**config.mk**
```make
export PLATFORM = sky130hd
export DESIGN_NAME = amp_guard_ctrl
export DESIGN_NICKNAME = d
export VERILOG_FILES = /design/src/rtl/amp_guard_pkg.sv /design/src/rtl/amp_sync.sv /design/src/rtl/amp_fault.sv /design/src/rtl/amp_seq.sv /design/src/rtl/amp_guard_ctrl.sv
export SDC_FILE = /design/constraint.sdc
export NUM_CORES = 1
export LEC_CHECK = 0
export ABC_AREA = 1
export BUFFER_PORTS_ARGS = -buffer_cell sky130_fd_sc_hd__buf_2
export CAP_MARGIN = 10
export CELL_PAD_IN_SITES_DETAIL_PLACEMENT = 1
export CELL_PAD_IN_SITES_GLOBAL_PLACEMENT = 1
export CORE_AREA = 10 10 68 98
export CTS_CLUSTER_SIZE = 25
export DETAILED_ROUTE_END_ITERATION = 12
export DIE_AREA = 0 0 78 108
export PLACE_DENSITY_LB_ADDON = 0.1
export SLEW_MARGIN = 30
export SYNTH_ARGS = -nofsm -noshare
export SYNTH_HDL_FRONTEND = slang
export SYNTH_HIERARCHICAL = 1
export SYNTH_SLANG_ARGS = --single-unit
```
**constraint.sdc**
```tcl
create_clock -name clk -period 2.69 [get_ports clk]
set_input_delay 0.4035 -clock clk [delete_from_list [all_inputs] [get_ports clk]]
set_output_delay 0.4035 -clock clk [all_outputs]
set_load 0.01 [all_outputs]
```
**src/rtl/amp_guard_pkg.sv**
```systemverilog
package amp_guard_pkg;

  typedef enum logic [2:0] {
    ST_HOLD,
    ST_START,
    ST_MUTED,
    ST_UNMUTE,
    ST_PLAY,
    ST_STOP
  } seq_state_t;

  typedef enum logic [1:0] {
    MODE_STEREO,
    MODE_MONO,
    MODE_EXT
  } amp_mode_t;

  localparam int TH_BITS = 3;
  localparam int TH_WARN = 0;
  localparam int TH_SHUT = 1;
  localparam int TH_COOL = 2;

endpackage

```
**src/rtl/amp_sync.sv**
```systemverilog
module amp_sync #(
  parameter int WIDTH  = 3,
  parameter int STAGES = 2
) (
  input  logic             clk,
  input  logic             rst_n,
  input  logic [WIDTH-1:0] d,
  output logic [WIDTH-1:0] q
);

  logic [WIDTH-1:0] stage_q [STAGES];

  always_ff @(posedge clk) begin
    if (!rst_n) begin
      for (int i = 0; i < STAGES; i++) stage_q[i] <= '0;
    end else begin
      stage_q[0] <= d;
      for (int i = 1; i < STAGES; i++) stage_q[i] <= stage_q[i-1];
    end
  end

  assign q = stage_q[STAGES-1];

endmodule

```
**src/rtl/amp_fault.sv**
```systemverilog
module amp_fault import amp_guard_pkg::*; #(
  parameter int SYNC_STAGES = 2,
  parameter int OC_FILT     = 2
) (
  input  logic clk,
  input  logic rst_n,
  input  logic mute_n,
  input  logic ext_mode,
  input  logic oc_det,
  input  logic th_warn,
  input  logic th_shut,
  input  logic th_cool,
  output logic oc_lat,
  output logic warn_lat,
  output logic shut_lat
);

  logic [TH_BITS-1:0] th_raw;
  logic [TH_BITS-1:0] th_s;
  logic               oc_trip;
  logic               mute_prev;
  logic               mute_rel;

  assign th_raw[TH_WARN] = th_warn;
  assign th_raw[TH_SHUT] = th_shut;
  assign th_raw[TH_COOL] = th_cool;

  amp_sync #(.WIDTH(TH_BITS), .STAGES(SYNC_STAGES)) u_th_sync (
    .clk  (clk),
    .rst_n(rst_n),
    .d    (th_raw),
    .q    (th_s)
  );

  generate
    if (OC_FILT > 1) begin : g_oc_filt
      logic [OC_FILT-2:0] oc_sh;
      always_ff @(posedge clk) begin
        if (!rst_n) oc_sh <= '0;
        else        oc_sh <= (oc_sh << 1) | (OC_FILT-1)'(oc_det);
      end
      assign oc_trip = oc_det & (&oc_sh);
    end else begin : g_oc_raw
      assign oc_trip = oc_det;
    end
  endgenerate

  assign mute_rel = mute_n & ~mute_prev;

  always_ff @(posedge clk) begin
    if (!rst_n) begin
      mute_prev <= 1'b0;
      oc_lat    <= 1'b0;
      warn_lat  <= 1'b0;
      shut_lat  <= 1'b0;
    end else begin
      mute_prev <= mute_n;
      if (oc_trip && !ext_mode)     oc_lat <= 1'b1;
      else if (mute_rel && !oc_det) oc_lat <= 1'b0;
      if (th_s[TH_WARN])            warn_lat <= 1'b1;
      else if (th_s[TH_COOL])       warn_lat <= 1'b0;
      if (th_s[TH_SHUT])            shut_lat <= 1'b1;
      else if (th_s[TH_COOL])       shut_lat <= 1'b0;
    end
  end

  AST_OC_TWO_SAMPLES: assert property (@(posedge clk) disable iff (!rst_n)
    $rose(oc_lat) |-> ($past(oc_det) && $past(oc_det, 2)));

  AST_WARN_STICKY: assert property (@(posedge clk) disable iff (!rst_n)
    (warn_lat && !th_s[TH_COOL]) |=> warn_lat);

endmodule

```
**src/rtl/amp_seq.sv**
```systemverilog
module amp_seq import amp_guard_pkg::*; #(
  parameter int STARTUP_CYC = 256,
  parameter int UNMUTE_DLY  = 418,
  parameter int MUTE_DLY    = 123
) (
  input  logic       clk,
  input  logic       rst_n,
  input  logic       mute_n,
  input  logic       mono_strap,
  input  logic       ext_strap,
  input  logic       oc_lat,
  input  logic       shut_lat,
  output seq_state_t st_nxt,
  output amp_mode_t  mode_q
);

  localparam int MAX_A = (STARTUP_CYC > UNMUTE_DLY) ? STARTUP_CYC : UNMUTE_DLY;
  localparam int MAX_C = (MAX_A > MUTE_DLY) ? MAX_A : MUTE_DLY;
  localparam int CW    = $clog2(MAX_C + 1);

  seq_state_t     st_q;
  logic [CW-1:0]  cnt_q;
  logic           halt;

  assign halt = oc_lat | shut_lat;

  always_comb begin
    st_nxt = st_q;
    case (st_q)
      ST_HOLD:   st_nxt = ST_START;
      ST_START:  if (cnt_q == CW'(STARTUP_CYC - 1)) st_nxt = ST_MUTED;
      ST_MUTED:  if (mute_n && !halt) st_nxt = ST_UNMUTE;
      ST_UNMUTE: begin
        if (halt || !mute_n)                      st_nxt = ST_MUTED;
        else if (cnt_q == CW'(UNMUTE_DLY - 1))    st_nxt = ST_PLAY;
      end
      ST_PLAY: begin
        if (halt)         st_nxt = ST_MUTED;
        else if (!mute_n) st_nxt = ST_STOP;
      end
      ST_STOP: begin
        if (halt || cnt_q == CW'(MUTE_DLY - 1)) st_nxt = ST_MUTED;
      end
      default:   st_nxt = ST_HOLD;
    endcase
    if (!rst_n) st_nxt = ST_HOLD;
  end

  always_ff @(posedge clk) begin
    st_q <= st_nxt;
    if (st_nxt != st_q)
      cnt_q <= '0;
    else if (st_q == ST_START || st_q == ST_UNMUTE || st_q == ST_STOP)
      cnt_q <= cnt_q + 1'b1;
    if (!rst_n)
      mode_q <= MODE_STEREO;
    else if (st_q == ST_HOLD)
      mode_q <= ext_strap ? MODE_EXT : (mono_strap ? MODE_MONO : MODE_STEREO);
  end

  AST_MODE_FROZEN: assert property (@(posedge clk) disable iff (!rst_n)
    (st_q != ST_HOLD && $past(st_q != ST_HOLD)) |-> $stable(mode_q));

  AST_REMUTE_ABORTS: assert property (@(posedge clk) disable iff (!rst_n)
    (st_q == ST_UNMUTE && !mute_n) |=> st_q == ST_MUTED);

endmodule

```
**src/rtl/amp_guard_ctrl.sv**
```systemverilog
module amp_guard_ctrl import amp_guard_pkg::*; #(
  parameter int STARTUP_CYC = 256,
  parameter int UNMUTE_DLY  = 418,
  parameter int MUTE_DLY    = 123,
  parameter int SYNC_STAGES = 2,
  parameter int OC_FILT     = 2
) (
  input  logic clk,
  input  logic rst_n,
  input  logic mute_n,
  input  logic mono_strap,
  input  logic ext_strap,
  input  logic oc_det,
  input  logic th_warn,
  input  logic th_shut,
  input  logic th_cool,
  input  logic mod_l,
  input  logic mod_r,
  output logic mod_l_en,
  output logic mod_r_en,
  output logic drv_l_en,
  output logic drv_r_en,
  output logic drv_l_data,
  output logic drv_r_data,
  output logic r_src_left,
  output logic share_a_out,
  output logic share_b_out,
  output logic share_b_oe,
  output logic warn_n,
  output logic shut_n
);

  seq_state_t st_nxt;
  amp_mode_t  mode_q;
  logic       oc_lat;
  logic       warn_lat;
  logic       shut_lat;
  logic       is_ext;
  logic       is_mono;
  logic       drive;

  amp_fault #(.SYNC_STAGES(SYNC_STAGES), .OC_FILT(OC_FILT)) u_fault (
    .clk     (clk),
    .rst_n   (rst_n),
    .mute_n  (mute_n),
    .ext_mode(is_ext),
    .oc_det  (oc_det),
    .th_warn (th_warn),
    .th_shut (th_shut),
    .th_cool (th_cool),
    .oc_lat  (oc_lat),
    .warn_lat(warn_lat),
    .shut_lat(shut_lat)
  );

  amp_seq #(.STARTUP_CYC(STARTUP_CYC), .UNMUTE_DLY(UNMUTE_DLY), .MUTE_DLY(MUTE_DLY)) u_seq (
    .clk       (clk),
    .rst_n     (rst_n),
    .mute_n    (mute_n),
    .mono_strap(mono_strap),
    .ext_strap (ext_strap),
    .oc_lat    (oc_lat),
    .shut_lat  (shut_lat),
    .st_nxt    (st_nxt),
    .mode_q    (mode_q)
  );

  assign is_ext  = (mode_q == MODE_EXT);
  assign is_mono = (mode_q == MODE_MONO);
  assign drive   = (st_nxt == ST_PLAY || st_nxt == ST_STOP) && !is_ext;

  always_ff @(posedge clk) begin
    if (!rst_n) begin
      mod_l_en    <= 1'b0;
      mod_r_en    <= 1'b0;
      drv_l_en    <= 1'b0;
      drv_r_en    <= 1'b0;
      drv_l_data  <= 1'b0;
      drv_r_data  <= 1'b0;
      r_src_left  <= 1'b0;
      share_a_out <= 1'b1;
      share_b_out <= 1'b0;
      share_b_oe  <= 1'b0;
      warn_n      <= 1'b1;
      shut_n      <= 1'b1;
    end else begin
      mod_l_en    <= (st_nxt != ST_HOLD);
      mod_r_en    <= (st_nxt != ST_HOLD) && !is_mono;
      drv_l_en    <= drive;
      drv_r_en    <= drive;
      drv_l_data  <= drive & mod_l;
      drv_r_data  <= drive & (is_mono ? mod_l : mod_r);
      r_src_left  <= is_mono;
      share_a_out <= is_ext ? mod_l : ~oc_lat;
      share_b_out <= is_ext & mod_r;
      share_b_oe  <= is_ext;
      warn_n      <= is_ext | ~warn_lat;
      shut_n      <= is_ext | ~shut_lat;
    end
  end

  AST_HOLD_QUIET: assert property (@(posedge clk)
    !rst_n |=> (!drv_l_en && !drv_r_en && !mod_l_en && !mod_r_en));

  AST_OC_STOPS: assert property (@(posedge clk) disable iff (!rst_n)
    oc_lat |=> (!drv_l_en && !drv_r_en));

  AST_SHUT_STOPS: assert property (@(posedge clk) disable iff (!rst_n)
    shut_lat |=> (!drv_l_en && !drv_r_en));

endmodule

```
[Word level (Yosys, flattened, before mapping)]
Memory sizes are Yosys's and may differ from the RTL's.
Cells that the tools add are included.
Storage, ports and cells
  bits in registers: 30
  memory bits (writable): 6
  input port bits: 11
  output and inout port bits: 12
  word-level logic and storage cells: 90
  memories kept: 1
Memory list
  u_fault.u_th_sync.stage_q: depth 2, bits a word 3, rd ports 2, clocked after Yosys merged registers in 0, write ports 2, line amp_sync.sv:11  | logic [WIDTH-1:0] stage_q [STAGES];
Operators by class
  add/subtract/negate cells: 1
  equal/unequal tests: 13
  multiplexer cells: 22
  bitwise gates (word level): 14
  reduce and logical (&&, ||, !) cells: 20
Operators with widths (number)
  $mux 3: 10
  $pmux 3 s6: 1
  $eq 3x3->1 const B: 4
  $mux 1: 10
  $add 9x1->9 const B: 1
  $eq 9x7->1 const B: 1
  $eq 9x8->1 const B: 1
  $eq 9x9->1 const B: 1
  $eq 3x2->1 const B: 2
  $reduce_bool 2->1: 3
  $and 1x1->1: 5
  $logic_and 1x1->1: 5
  $logic_not 1->1: 5
  $logic_or 1x1->1: 5
  $or 1x1->1: 5
  $not 1->1: 4
  $eq 3x1->1 const B: 1
  $logic_not 3->1: 1
  $ne 3x3->1: 1
  $reduce_bool 3->1: 1
  $eq 2x1->1 const B: 1
  $eq 2x2->1 const B: 1
  $mux 2: 1

[Longest topological paths before layout]
  depth after elaboration: 10
  gate-level depth with buffers: 17
  mapped depth without buffers: 17

[Modules after synthesis]
Netlist, hierarchy kept.
Modules (own cells, without submodules)
  amp_seq: instances 1, cells an instance 139, area each 960.9 um2, sequential area each 280.3 um2
  amp_guard_ctrl: instances 1, cells an instance 44, area each 374.1 um2, sequential area each 220.2 um2
  amp_sync: instances 1, cells an instance 21, area each 187.7 um2, sequential area each 120.1 um2
  amp_fault: instances 1, cells an instance 24, area each 175.2 um2, sequential area each 100.1 um2

[Least setup slack after synthesis]
Ideal clock, no wire load.
  kind: register to register
  start: reg u_seq.cnt_q[0]
  end: reg u_seq.cnt_q[1]
  setup time: 0.119 ns
  arrival time: 1.632 ns
  data required time: 2.571 ns
  slack: 0.940 ns
  stages on the path, launching flop included: 16
  buffers on the path: 0
  clock period less this slack: 1.750 ns
  cells stage by stage: dfxtp_1 ha_1 nand3_1 nor4_1 ha_1 nand4_1 nand2_1 nor2_1 nand2_1 inv_1 nand2_1 nand2_1 nand2_1 nand2_1 nand2_4 nor2_2
Between the ends
  longest elaborated chain between the ends: 6
  elaborated cells between the ends (all ways): 12
  those cells by class: add/sub: 1; eq/ne: 4; mux: 6; reduce/logical: 1
Ends and longest elaborated chain
  start: declaration: line amp_seq.sv:22  | logic [CW-1:0] cnt_q;
  start signal: assignment: line amp_seq.sv:54  | cnt_q <= cnt_q + 1'b1;
  $eq 9x9->1 / $eq 9x7->1 (equally long branches): line amp_seq.sv:35, amp_seq.sv:42
  $mux 3 / $logic_or 1x1->1 (equally long branches): line amp_seq.sv:35, amp_seq.sv:42
  $mux 3 (on tied branches): line amp_seq.sv:34, amp_seq.sv:42
  $pmux 3 s6: line amp_seq.sv:29  | case (st_q)
  $mux 3: line amp_seq.sv:46  | if (!rst_n) st_nxt = ST_HOLD;
  $ne 3x3->1: line amp_seq.sv:51  | if (st_nxt != st_q)
Parallel ways exist; a longest one is shown, timed or not.
A chain may end at the register's enable or synchronous reset.

[Worst setup path in the final report]
  start: reg u_seq.cnt_q[1]
  end: reg drv_r_data
Between the ends
  longest elaborated chain between the ends: 9
  elaborated cells between the ends (all ways): 15
  those cells by class: eq/ne: 5; mux: 6; bitwise: 1; reduce/logical: 3
Ends and longest elaborated chain
  $eq 9x9->1 / $eq 9x7->1 (equally long branches): line amp_seq.sv:35, amp_seq.sv:42
  $mux 3 / $logic_or 1x1->1 (equally long branches): line amp_seq.sv:35, amp_seq.sv:42
  $mux 3 (on tied branches): line amp_seq.sv:34, amp_seq.sv:42
  $pmux 3 s6 (*): line amp_seq.sv:29
  $mux 3 (*): line amp_seq.sv:46
  via st_nxt[1]: line amp_guard_ctrl.sv:33  | seq_state_t st_nxt;
  $eq 3x3->1: line amp_guard_ctrl.sv:70  | assign drive = (st_nxt == ST_PLAY || st_nxt == ST_STOP) && !is_ext;
  $logic_or 1x1->1 (*): line amp_guard_ctrl.sv:70
  $logic_and 1x1->1 (*): line amp_guard_ctrl.sv:70
  $and 1x1->1 (*): line amp_guard_ctrl.sv:92  | drv_r_data <= drive & (is_mono ? mod_l : mod_r);
  end signal: assignment: line amp_guard_ctrl.sv:92
  end: declaration: line amp_guard_ctrl.sv:24  | output logic drv_r_data,
Mark *: on every way through the listed nets, which the timed path passes. The rest lies on a longest branch.

==> impl_metrics.tcl <==
set metrics [dict create \
    die_h_um 108 \
    arrival_ns 2.17 \
    core_mm2 0.005005 \
    grt_pass1_vias 1508 \
    worst_setup_path_start_kind "flop" \
    die_x_um 78 \
    clk_path_buf_depth 2 \
    timing_worst_slew_pin_value_ns 0.4413 \
    synth.distinct_cells 26 \
    path_delay_family "simple AND/OR/NAND/NOR gates" \
    ys_ff_latch 36 \
    syn_nets 243 \
    postRouteAntennaNets 0 \
    maximum_net_fanout_on_the_critical_path 4 \
    cts_tree "built" \
    port-buffer-count 22 \
    rsz_0062_raised_after_global_routing "false" \
    seq_area_frac_synth_pct 42.45 \
    crit_chain "ha_1 -> nand3_1 -> nor4_1 -> ha_1 -> nand4_1 -> nand2_1 -> nor2_1 -> nand2_1 -> inv_1 -> nand2_1 -> nand2_1 -> inv_1 -> inv_1 -> nand3_2 -> nor2_2 -> nand2_1 -> inv_1" \
    hold_slack_ns 0.2996 \
    max_freq_ghz 0.5046 \
    cts-resized-gates 0 \
    dpl-instance-area_mm2 0.001852 \
    detail_route.iter0.violations 37 \
    cts-htree-levels 2 \
    clk_latency_ns 0.29 \
    post_cts.repair.setup_buffers 0 \
    synth_area_mm2 0.001698 \
    grt_antenna_before_repair 0 \
    dr_total_vias 1433 \
    finalWirelength_um 3869 \
    vdd_drop_max_mv 0.2703 \
    critPathCaptureType "flop" \
    synth.largest_area_cell "dfxtp_1" \
    fin_nets 267 \
    yosys.area.top_type_share_pct 42.45 \
    grt_util_met1_pct 9.233 \
    post_synth_edffs 0 \
    finish.instance_area_mm2 0.001939 \
    drt-pass1-iter-count 4 \
    route.detailed.wl_per_inst_um 12.05 \
    max-slew-margin-rel_pct 70.54 \
    synth_top_cells_by_count "57 x nand2_1, 38 x inv_1, 36 x dfxtp_1" \
    cts-hold-fix-buffers 0 \
    cp_data_required_time_ns 2.88 \
    start_util_pct 33.92 \
    floorplan.io_pins 23 \
    drive_gt1_share_pct 21.74 \
    remaining_drc_errors 0 \
    final_max_slew_viol_count 0 \
    setup_violations 0 \
    total_leakage_power_nw 0.9417 \
    n_antenna_cell 0 \
    slowest_stage "dfxtp_1" \
    hold_violations 0 \
    category_of_the_critical_setup_timing_path "reg -> reg" \
    timing.clock.skew_ns 0.006063 \
    fp.dieArea_mm2 0.008424 \
    grt_first_pass_wirelength_um 6851 \
    groute.layer.met2.usage_pct 19.62 \
    rows 32 \
    grt_max_degree 23 \
    maxCapViolations 0 \
    power.density_cell_area_mw_per_mm2 564.9 \
    cts-buffers-inserted 5 \
    period_minus_slack_ns 1.982 \
    clock-root-buffer "clkbuf_8" \
    crit_top_cell "nand2_1" \
    netlist_top_cells_area "dfxtp_1 42%, nand2_1 13%, inv_1 8.4%" \
    hold_path.class "in -> reg" \
    place_congestion 0.8167 \
    synth.most_common_cell "nand2_1" \
    hpwlAfterDp_um 3157 \
    layout-area-overhead-vs-synth_pct 14.22 \
    postSynth.asyncResetShare_pct 0 \
    global_routing_usage_summed_across_all_routing_layers_pct 10.05 \
    globalRoute.busiestLayer "met2" \
    synth_flop_cell "dfxtp_1" \
    grt.met3_usage_pct 2.824 \
    grt_overflow 0 \
    yosysWarningCount 6 \
    crit_buf_inv 4 \
    setup_total_negative_slack_ns 0 \
    final_min_period_over_clock_period_pct 73.68 \
    critical-path-max-stage-delay_ns 0.39 \
    cts.reportedPaths.clkPinSlew_ns 0.08 \
    post_synth_inst_count 228 \
    clock_sink_count 36 \
    status "finished clean" \
    total_power_mw 1.095 \
    detail_route.vias_per_cell 4.464 \
    syn_area_per_cell_um2 7.447 \
    fillers 648 \
]
## worst reg2reg max path: cells and delay by family (launching register included)
family                     cells  cell delay, ns
and+or+nand+nor               11            0.87
adders and majority gates      2            0.41
DFF                            1            0.39
buffers and inverters          4            0.22
## cells by family after synthesis
group                      count (synthesis)  synth area share (%)
and+or+nand+nor                          124                 35.30
buffers and inverters                     45                 11.28
DFF                                       36                 42.45
AOI/OAI and AO/OA                         12                 4.421
xor gates and xnor gates                   7                 3.611
adders and majority gates                  4                 2.948
## flip-flops by register name, summed over array words and instances (netlist names), 2 cells and up
name                       cells
u_seq/mode_q                   2
u_seq/cnt_q                    9
u_fault/u_th_sync/stage_q      6
u_seq/st_q                     3
## metrics by stage
| stage | utilization (%) | std cells | setup slack [ns] |
|---|---|---|---|
| after global routing | 38.75 | 321 | 0.4506 |
| after global placement | 37.00 | 313 | 0.7085 |
| final | 38.75 | 321 | 0.7080 |
| after detailed placement | 37.00 | 313 | 0.6884 |
| after CTS | 38.75 | 321 | 0.6700 |
| after floorplan | - | 228 | 0.9398 |
## where the power goes
group | internal, mW | switching [mW] | total [mW]
combinational | 0.0492 | 0.0869 | 0.136
clock | 0.180 | 0.198 | 0.379
sequential | 0.560 | 0.0206 | 0.581
## layout by cell type (no fill, tap or decap), types with 2 or more instances in the layout
cell type	count
nand2_1	57
inv_1	38
dfxtp_1	36
nor2_1	24
buf_2	22
nand3_1	16
nor2_2	10
xor2_1	7
clkbuf_8	5
a21oi_1	5
ha_1	4
nor2_4	3
nand3_2	3
o21ai_0	3
nor3_1	2
clkinv_2	2
inv_2	2
nand4_1	2
nand2_2	2
nor3_2	2
## area by class of cell
type	instances	area (um2)	area share, %
sequential	36	720.7	37.16
clock inverter	3	18.77	0.9677
multi-input combinational	147	785.8	40.52
clock buffer	5	68.82	3.548
inverter	40	150.1	7.742
tap	68	85.08	4.387
timing repair buffer	22	110.1	5.677
## final timing paths
check / startpoint / endpoint / slack [ns] / cells after the start
max reg2reg: u_seq/cnt_q[1] / drv_r_data / 0.71 / 17
min: th_warn / u_fault/u_th_sync/stage_q[0][0] / 0.30 / 3
min reg2reg: u_fault/u_th_sync/stage_q[0][1] / u_fault/u_th_sync/stage_q[0][4] / 0.41 / 2
max: u_seq/cnt_q[1] / drv_r_data / 0.71 / 17
## per-layer routing
layer	vias up	wire length, um
met1	667	1460
li1	737	-
met3	6	156
met2	23	2183
met4	0	68
met5	-	0
Note: power is estimated with default switching activity, not from simulation.
